===== src/rtl/tglog_pkg.sv =====
package tglog_pkg;
  typedef enum logic [2:0] {
    RA_CTRL = 3'd0,
    RA_STAT = 3'd1,
    RA_BASE = 3'd2,
    RA_HEAD = 3'd3,
    RA_TAIL = 3'd4
  } reg_addr_e;

  localparam int CTRL_EN_BIT = 0;
  localparam int CTRL_IE_BIT = 1;
  localparam int ST_RUN_BIT  = 0;
  localparam int ST_INT_BIT  = 1;
  localparam int ST_OVF_BIT  = 2;
endpackage


===== src/rtl/tglog_ptr.sv =====
// Head/tail ring pointers with full detection.
module tglog_ptr #(
  parameter int PTR_W = 3
) (
  input  logic             clk,
  input  logic             rst,
  input  logic             sw_head_we,
  input  logic             sw_tail_we,
  input  logic [PTR_W-1:0] sw_data,
  input  logic             adv,
  output logic [PTR_W-1:0] head,
  output logic [PTR_W-1:0] tail,
  output logic             full
);
  logic [PTR_W-1:0] tail_inc;

  // Power-of-two depth: natural wrap gives the modulo.
  assign tail_inc = tail + 1'b1;
  assign full     = (tail_inc == head);

  always_ff @(posedge clk) begin
    if (rst) begin
      head <= '0;
      tail <= '0;
    end else begin
      if (sw_head_we) head <= sw_data;
      if (adv)             tail <= tail_inc;
      else if (sw_tail_we) tail <= sw_data;
    end
  end
endmodule


===== src/rtl/tglog_wstage.sv =====
// Registered single-beat memory write stage.
module tglog_wstage #(
  parameter int ADDR_W = 32,
  parameter int DATA_W = 32,
  parameter int TAG_W  = 16,
  parameter int PTR_W  = 3
) (
  input  logic              clk,
  input  logic              rst,
  input  logic              go,
  input  logic [ADDR_W-1:0] base,
  input  logic [PTR_W-1:0]  slot,
  input  logic [TAG_W-1:0]  tag,
  output logic              mem_we,
  output logic [ADDR_W-1:0] mem_addr,
  output logic [DATA_W-1:0] mem_data
);
  localparam int ENTRY_BYTES = DATA_W / 8;
  localparam int OFF_SH      = $clog2(ENTRY_BYTES);

  logic [ADDR_W-1:0] addr_c;
  assign addr_c = base + (ADDR_W'(slot) << OFF_SH);

  always_ff @(posedge clk) begin
    if (rst) begin
      mem_we   <= 1'b0;
      mem_addr <= '0;
      mem_data <= '0;
    end else begin
      mem_we <= go;
      if (go) begin
        mem_addr <= addr_c;
        mem_data <= DATA_W'(tag);
      end
    end
  end
endmodule


===== src/rtl/tglog_writer.sv =====
module tglog_writer
  import tglog_pkg::*;
#(
  parameter int TAG_W  = 16,
  parameter int DATA_W = 32,
  parameter int ADDR_W = 32,
  parameter int PTR_W  = 3
) (
  input  logic              clk,
  input  logic              rst,
  input  logic              evt_valid,
  input  logic [TAG_W-1:0]  evt_tag,
  output logic              mem_we,
  output logic [ADDR_W-1:0] mem_addr,
  output logic [DATA_W-1:0] mem_data,
  input  logic              reg_we,
  input  logic [2:0]        reg_addr,
  input  logic [ADDR_W-1:0] reg_wdata,
  output logic [ADDR_W-1:0] reg_rdata,
  output logic              irq
);
  logic              log_en_q, irq_en_q, int_q, ovf_q;
  logic [ADDR_W-1:0] base_q;
  logic [PTR_W-1:0]  head, tail;
  logic              full, run, accept, drop_ovf, cfg_ok;
  logic              wr_ctrl, wr_stat;

  assign run      = log_en_q | mem_we;
  assign accept   = evt_valid & log_en_q & ~full;
  assign drop_ovf = evt_valid & log_en_q & full;
  assign cfg_ok   = reg_we & ~run;
  assign wr_ctrl  = reg_we & (reg_addr == RA_CTRL);
  assign wr_stat  = reg_we & (reg_addr == RA_STAT);

  tglog_ptr #(.PTR_W(PTR_W)) ptr_i (
    .clk        (clk),
    .rst        (rst),
    .sw_head_we (cfg_ok & (reg_addr == RA_HEAD)),
    .sw_tail_we (cfg_ok & (reg_addr == RA_TAIL)),
    .sw_data    (reg_wdata[PTR_W-1:0]),
    .adv        (accept),
    .head       (head),
    .tail       (tail),
    .full       (full)
  );

  tglog_wstage #(
    .ADDR_W (ADDR_W),
    .DATA_W (DATA_W),
    .TAG_W  (TAG_W),
    .PTR_W  (PTR_W)
  ) wst_i (
    .clk      (clk),
    .rst      (rst),
    .go       (accept),
    .base     (base_q),
    .slot     (tail),
    .tag      (evt_tag),
    .mem_we   (mem_we),
    .mem_addr (mem_addr),
    .mem_data (mem_data)
  );

  // Control, base and status flags.
  always_ff @(posedge clk) begin
    if (rst) begin
      log_en_q <= 1'b0;
      irq_en_q <= 1'b0;
      base_q   <= '0;
      int_q    <= 1'b0;
      ovf_q    <= 1'b0;
      irq      <= 1'b0;
    end else begin
      if (wr_ctrl) begin
        log_en_q <= reg_wdata[CTRL_EN_BIT];
        irq_en_q <= reg_wdata[CTRL_IE_BIT];
      end
      if (cfg_ok && reg_addr == RA_BASE) base_q <= reg_wdata;
      // Set takes priority over a same-cycle write-one-to-clear.
      if (accept)                                int_q <= 1'b1;
      else if (wr_stat && reg_wdata[ST_INT_BIT]) int_q <= 1'b0;
      if (drop_ovf)                              ovf_q <= 1'b1;
      else if (wr_stat && reg_wdata[ST_OVF_BIT]) ovf_q <= 1'b0;
      irq <= accept & ~int_q & irq_en_q;
    end
  end

  // Registered read port.
  always_ff @(posedge clk) begin
    if (rst) begin
      reg_rdata <= '0;
    end else begin
      reg_rdata <= '0;
      case (reg_addr)
        RA_CTRL: begin
          reg_rdata[CTRL_EN_BIT] <= log_en_q;
          reg_rdata[CTRL_IE_BIT] <= irq_en_q;
        end
        RA_STAT: begin
          reg_rdata[ST_RUN_BIT] <= run;
          reg_rdata[ST_INT_BIT] <= int_q;
          reg_rdata[ST_OVF_BIT] <= ovf_q;
        end
        RA_BASE: reg_rdata <= base_q;
        RA_HEAD: reg_rdata <= ADDR_W'(head);
        RA_TAIL: reg_rdata <= ADDR_W'(tail);
        default: reg_rdata <= '0;
      endcase
    end
  end
endmodule


===== config.mk =====
export PLATFORM = sky130hd
export DESIGN_NAME = tglog_writer
export DESIGN_NICKNAME = d
export VERILOG_FILES = /design/src/rtl/tglog_pkg.sv /design/src/rtl/tglog_ptr.sv /design/src/rtl/tglog_wstage.sv /design/src/rtl/tglog_writer.sv
export SDC_FILE = /design/constraint.sdc
export NUM_CORES = 1
export LEC_CHECK = 0
export ABC_AREA = 1
export BUFFER_PORTS_ARGS = -buffer_cell sky130_fd_sc_hd__buf_4
export CORE_MARGIN = 3
export CORE_UTILIZATION = 39
export CTS_BUF_LIST = sky130_fd_sc_hd__clkbuf_8
export DETAILED_ROUTE_END_ITERATION = 7
export PLACE_DENSITY = 0.63
export REMOVE_ABC_BUFFERS = 1
export SYNTH_ARGS = -nofsm -noshare
export SYNTH_HDL_FRONTEND = slang
export SYNTH_SLANG_ARGS = --single-unit

===== constraint.sdc =====
create_clock -name clk -period 5.6 [get_ports clk]
set_input_delay 1.12 -clock clk [delete_from_list [all_inputs] [get_ports clk]]
set_output_delay 1.12 -clock clk [all_outputs]
set_load 0.01 [all_outputs]

==> results.yml, run 1 <==
setup_path:
  worst_setup_path_start_kind: "register"
  critPathMaxFanout: 49
  worst_setup_path_end_kind: "register"
  arrival_ns: 2.84
  critical_path_class: "reg2reg"
  timing.critical_path.required_ns: 5.99
floorplanning:
  die_area_um2: 15180
  die_width_um: 123.2
  placementRows: 42
  floorplan.die.height_um: 123.2
  initial_core_util_pct: 40.14
  core-area_um2: 13350
  design.portCount: 153
finish:
  count_of_nets_after_finishing: 941
  diodes: 0
  synthToLayoutAreaGrowth_pct: 26.74
  drive_above_1_share_pct: 20.92
route:
  firstDrtPassIters: 5
  route.vias.total: 4942
  routed_via_density: 4.619
  drt_drc_violations_left: 0
  drt_iter0_drc: 367
  routedWlPerCell_um: 13.43
  final_antenna_net_count: 0
  drt-total-wl_um: 14370
synthesis:
  yosysWarningCount: 0
  postSynthAreaPerCell_um2: 7.125
  synth.area.top_cells: "sky130_fd_sc_hd__dfxtp_1 46%, sky130_fd_sc_hd__nand2_1 11%, sky130_fd_sc_hd__nor2_1 9.5%"
  area_share_of_the_leading_cell_type_in_the_synthesized_netlist_pct: 46.33
  synth.cell_area_um2: 5358
  post-synth-top-area-cell: "sky130_fd_sc_hd__dfxtp_1"
  synthesis.instances: 752
  synth_cell_types: 34
  sequential_to_total_area_share_from_yosys_stat_pct: 46.33
  yosys_register_bits: 124
cts:
  cts_buffer_depth: 2
  cts.reportedPaths.clkPinSlew_ns: 0.07
  cts-htree-levels: 4
  clkLatencyLatePin_ns: 0.45
  postCtsSetupBuffers: 0
  num_clock_sinks: 124
  number_of_buffers_inserted_during_clock_tree_synthesis: 17
  cts_tree: "built"
  clockRootBuffer: "sky130_fd_sc_hd__clkbuf_8"
  cts_hold_buffers: 0
  cts_resized: 0
timing:
  setup_total_negative_slack_ns: 0
  fmaxAchievable_mhz: 407.6
  final_hold_viol_count: 0
  period_share_pct: 43.81
  final_critical_path_setup_slack_ns: 3.147
  slew_viol_final: 0
  worst_pin_slew_ns: 0.5701
  worst_slew_margin_relative_to_its_limit_pct: 61.94
  grt_setup_unrepaired: "false"
  setup_viol: 0
  clock_skew_ns: 0.009923
  final_period_demand_of_the_worst_path_ns: 2.453
place:
  detailedPlacementHpwl_um: 10140
  pre_cts_ws_ns: 2.901
  routabilityCongestion: 0.8472
  io_buffers: 136
global_routing:
  antenna_violations_before_repair: 0
  grt_first_pass_wirelength_um: 22960
  globalRouteOverflowTotal: 0
  grt_max_degree: 50
  gr-usage-all-layers_pct: 19.48
  grt_pass1_vias: 4532
power_and_ir_drop:
  p_total_mw: 1.822
  leakagePower_nw: 3.039
  power_density_nw_per_um2: 268.3
  vdd_ir_drop_max_v: 0.0001284
worst_hold_path:
  hold_class: "reg2reg"
run_status:
  outcome: "finished, final reports clean"
flow_run:
  max-cap-violations: 0
==> registers in the layout, indices dropped and copies added (netlist names), 3 cells and up <==
register and cells:
wst_i.mem_addr 32, base_q 32, ptr_i.head 3, ptr_i.tail 3, wst_i.mem_data 16, reg_rdata 32
==> stage by stage <==
step                instance area, µm²  utilization, %  cells  hold WS [ns]
finish                            6790           50.87   1070        0.4342
global route                      6790           50.87   1070        0.4696
CTS                               6790           50.87   1070        0.4372
detailed placement                6402           47.97   1038        0.4216
global placement                  6402           47.97   1038        0.4287
floorplan                         5131               -    722        0.4119
==> kinds of logic (layout without fill, tap and decap cells) <==
family / Yosys count / after routing / share of synthesized area (%)
AOI/OAI and AO/OA: 132 / 132 / 12.75
xor gates and xnor gates: 7 / 7 / 1.144
adders and majority gates: 5 / 5 / 1.308
buffers and inverters: 126 / 253 / 10.95
DFF: 124 / 124 / 46.33
other: 1 / 16 / 0.06999
and+or+nand+nor: 357 / 357 / 27.44
==> cell usage in the layout (no fill, tap or decap) <==
| cell | count |
|---|---|
| sky130_fd_sc_hd__nand2_1 | 163 |
| sky130_fd_sc_hd__buf_4 | 140 |
| sky130_fd_sc_hd__nor2_1 | 136 |
| sky130_fd_sc_hd__dfxtp_1 | 124 |
| sky130_fd_sc_hd__inv_1 | 81 |
| sky130_fd_sc_hd__o21ai_0 | 74 |
| sky130_fd_sc_hd__a21oi_1 | 52 |
| sky130_fd_sc_hd__nand3_1 | 39 |
| sky130_fd_sc_hd__clkbuf_8 | 19 |
| sky130_fd_sc_hd__conb_1 | 16 |
| sky130_fd_sc_hd__xor2_1 | 6 |
| sky130_fd_sc_hd__nand2_2 | 4 |
| sky130_fd_sc_hd__ha_1 | 4 |
| sky130_fd_sc_hd__clkinvlp_4 | 4 |
| sky130_fd_sc_hd__clkinv_2 | 4 |
| sky130_fd_sc_hd__nand2_4 | 3 |
| sky130_fd_sc_hd__nor3_1 | 3 |
| sky130_fd_sc_hd__inv_2 | 2 |
| sky130_fd_sc_hd__nand3_2 | 2 |
| sky130_fd_sc_hd__nor2_4 | 2 |
| sky130_fd_sc_hd__a41oi_1 | 2 |
| sky130_fd_sc_hd__bufinv_16 | 2 |
| sky130_fd_sc_hd__a21oi_4 | 1 |
| sky130_fd_sc_hd__nor2_2 | 1 |
| sky130_fd_sc_hd__nand4_1 | 1 |
| sky130_fd_sc_hd__o21ai_1 | 1 |
| sky130_fd_sc_hd__xnor2_1 | 1 |
| sky130_fd_sc_hd__or2_2 | 1 |
| sky130_fd_sc_hd__nor3_2 | 1 |
| sky130_fd_sc_hd__nor3b_1 | 1 |
| sky130_fd_sc_hd__o31ai_1 | 1 |
| sky130_fd_sc_hd__o22ai_1 | 1 |
| sky130_fd_sc_hd__fa_1 | 1 |
| sky130_fd_sc_hd__clkinv_4 | 1 |
==> cell type report <==
type                       count  area (µm²)
tap                          176       220.2
inverter                      81       304.0
clock buffer                  19       261.5
multi-input combinational    517        2345
timing repair buffer         140        1051
fill                        1387        6558
clock inverter                13       126.4
sequential                   124        2482
==> report_power, final <==
group	total [mW]	internal (mW)	leakage (nW)	switching (mW)
clock network	0.767	0.412	0.196	0.356
registers	0.918	0.902	1.00	0.0159
logic	0.137	0.0597	1.84	0.0771
total	1.82	1.37	3.04	0.449
==> Yosys cell counts, drive strengths merged <==
library cell and count:
a21oi 53, a41oi 2, buf 33, clkbuf 12
conb 1, dfxtp 124, fa 1, ha 4
inv 81, nand2 170, nand3 41, nand4 1
nor2 139, nor3 4, nor3b 1, o21ai 75
o22ai 1, o31ai 1, or2 1, xnor2 1
xor2 6
==> final timing paths <==
check	start	endpoint	slack [ns]	cells after the start
hold reg to reg	int_q	irq	0.43	1
setup reg to reg	ptr_i.tail[0]	wst_i.mem_addr[16]	3.15	11
hold / removal	int_q	irq	0.43	1
setup / recovery	ptr_i.tail[0]	wst_i.mem_addr[16]	3.15	11
==> metal layers <==
metal	vias to the layer above	track usage, %	part of all wire [%]
li1	2589	-	-
met1	2185	26.94	48
met5	-	0	0
met4	0	6.021	0.96
met3	15	4.483	6.4
met2	153	30.28	45
==> critical path, cell delays in order (launching register included) <==
cell and delay (ns):
sky130_fd_sc_hd__dfxtp_1 0.45, sky130_fd_sc_hd__ha_1 0.31, sky130_fd_sc_hd__inv_1 0.06, sky130_fd_sc_hd__nand2_1 0.04
sky130_fd_sc_hd__nand2_1 0.10, sky130_fd_sc_hd__nor2_4 0.07, sky130_fd_sc_hd__a21oi_4 0.13, sky130_fd_sc_hd__buf_4 0.49
sky130_fd_sc_hd__nand2_2 0.43, sky130_fd_sc_hd__nand2_1 0.14, sky130_fd_sc_hd__o21ai_0 0.10, sky130_fd_sc_hd__inv_1 0.07
Note: power is estimated with default switching activity, not from simulation.
==> run 2: changes to the inputs <==
Clock period 5.6 ns to 2.5 ns, I/O delays scaled along.
==> run 2 against run 1 <==
- sequential share of layout area fell by 0.60 points
- design area rose by 1.7%
- global-route usage is essentially flat
- die area is the same
- worst setup slack lost 2.8 ns
- sequential power is 120% higher
- clock-buffer cell count unchanged
- largest power group unchanged
- wire length up 0.38%
- fmax increased by 16%
- final cell count up 0.47%
==> results.yml, run 2 (synthesized netlist as in run 1, its figures left out) <==
finish:
  layout.cells.most_common: "sky130_fd_sc_hd__nand2_1"
  drive_above_1_share_pct: 21.58
  fin_area_um2: 6904
  layout.cells.most_common_list: "163 x sky130_fd_sc_hd__nand2_1, 144 x sky130_fd_sc_hd__buf_4, 136 x sky130_fd_sc_hd__nor2_1"
  diodes: 0
  synthToLayoutAreaGrowth_pct: 28.86
  count_of_nets_after_finishing: 947
  reg.largest.list: "base_q x32, reg_rdata x32, wst_i.mem_addr x32"
global_routing:
  grt_pass1_vias: 4719
  grt_first_pass_wirelength_um: 22920
  grt_max_degree: 40
  gr-usage-all-layers_pct: 19.44
  antenna_violations_before_repair: 0
  globalRouteOverflowTotal: 0
cts:
  cts_resized: 0
  number_of_buffers_inserted_during_clock_tree_synthesis: 17
  cts.reportedPaths.clkPinSlew_ns: 0.07
  cts_hold_buffers: 0
  cts_buffer_depth: 2
  num_clock_sinks: 124
  cts_tree: "built"
  cts-htree-levels: 4
  clkLatencyLatePin_ns: 0.45
  postCtsSetupBuffers: 0
  clockRootBuffer: "sky130_fd_sc_hd__clkbuf_8"
timing:
  slew_viol_final: 0
  final_critical_path_setup_slack_ns: 0.3786
  final_period_demand_of_the_worst_path_ns: 2.121
  fmaxAchievable_mhz: 471.4
  worst_pin_slew_ns: 0.5137
  period_share_pct: 84.86
  final_hold_viol_count: 0
  worst_slew_margin_relative_to_its_limit_pct: 65.71
  setup_viol: 0
  grt_setup_unrepaired: "false"
  setup_total_negative_slack_ns: 0
  clock_skew_ns: 0.01157
floorplanning:
  die_area_um2: 15180
  initial_core_util_pct: 40.14
  die_width_um: 123.2
  core-area_um2: 13350
  design.portCount: 153
  floorplan.die.height_um: 123.2
  placementRows: 42
route:
  routed_via_density: 4.650
  firstDrtPassIters: 5
  route.vias.total: 4999
  final_antenna_net_count: 0
  drt_iter0_drc: 275
  drt_drc_violations_left: 0
  drt-total-wl_um: 14430
  routedWlPerCell_um: 13.42
place:
  pre_cts_ws_ns: 0.3936
  io_buffers: 136
  place_area_um2: 6472
  detailedPlacementHpwl_um: 10470
  routabilityCongestion: 0.8595
flow_run:
  max-cap-violations: 0
run_status:
  outcome: "finished, final reports clean"
worst_hold_path:
  min_delay_worst_endpoint: "wst_i.mem_data[8]"
  min-delay-start: "evt_tag[8]"
  min_delay_path_depth: 3
  hold_class: "in2reg"
setup_path:
  crit_path_max_incr_delay_ns: 0.41
  timing.critical_path.required_ns: 2.84
  critical_path.most_common_cell: "sky130_fd_sc_hd__inv_1"
  rr_startpoint: "ptr_i.tail[0]"
  worst-r2r-setup-slack_ns: 0.38
  cp_cell_sequence: "ha_1 > inv_1 > fa_1 > inv_1 > nand2_1 > nand2_1 > nand2_2 > nor2_1 > xor2_1 > o21ai_0 > inv_1"
  worst_setup_path_start_kind: "register"
  worst_setup_path_end_kind: "register"
  arrival_ns: 2.46
  crit-reg2reg-capture: "wst_i.mem_addr[14]"
  master_of_the_slowest_instance_on_the_critical_path: "sky130_fd_sc_hd__dfxtp_1"
  worst_r2r_path_depth: 11
  critical_path_class: "reg2reg"
  critPathMaxFanout: 6
power_and_ir_drop:
  power_density_nw_per_um2: 622.8
  leakagePower_nw: 3.093
  vdd_ir_drop_max_v: 0.0003550
run 2: worst max-delay path by stage:
stage                  startpoint                  to  depth (start not counted)
floorplan                     rst       reg_rdata[10]                          3
global placement    ptr_i.tail[0]  wst_i.mem_addr[14]                         11
detailed placement  ptr_i.tail[0]  wst_i.mem_addr[14]                         11
CTS                 ptr_i.tail[0]  wst_i.mem_addr[14]                         11
global route        ptr_i.tail[0]  wst_i.mem_addr[14]                         11
finish              ptr_i.tail[0]  wst_i.mem_addr[14]                         11
run 2: area by class of cell:
cell class                 instances  area (µm²)
tap                              176       220.2
clock inverter                    12       170.2
clock buffer                      19       261.5
fill                            1380        6444
sequential                       124        2482
multi-input combinational        517        2345
inverter                          81       304.0
timing repair buffer             146        1121
run 2: through the flow:
stage	std cells	hold slack [ns]	util, %	power (mW)
finish	1075	0.3088	51.72	4.300
global route	1075	0.2968	51.72	4.461
CTS	1075	0.2820	51.72	4.337
detailed placement	1044	0.4384	48.49	2.416
global placement	1044	0.4200	48.49	2.416
floorplan	722	0.4119	-	2.250
run 2: power breakdown:
part           total [mW]  switching [mW]  internal, mW
combinational       0.317           0.176         0.141
clock                1.93           0.803          1.12
sequential           2.06          0.0356          2.02
run 2: layer usage:
layer  part of all wire [%]  routed length (µm)  global-route usage, %  vias up
met5                      0                   0                      0        -
met4                    1.3                 193                  7.059        0
met3                    6.2                 891                  4.986       20
met2                     46                6612                  31.09      150
met1                     47                6731                  25.39     2236
li1                       -                   -                      -     2593
run 2: critical path, delay by kind of cell, from the launching register on:
kind            cells  cell delay, ns
fa+ha+maj           2            0.62
simple gates        4            0.51
flops               1            0.41
buf+inv             3            0.19
compound gates      1            0.18
xor+xnor            1            0.10
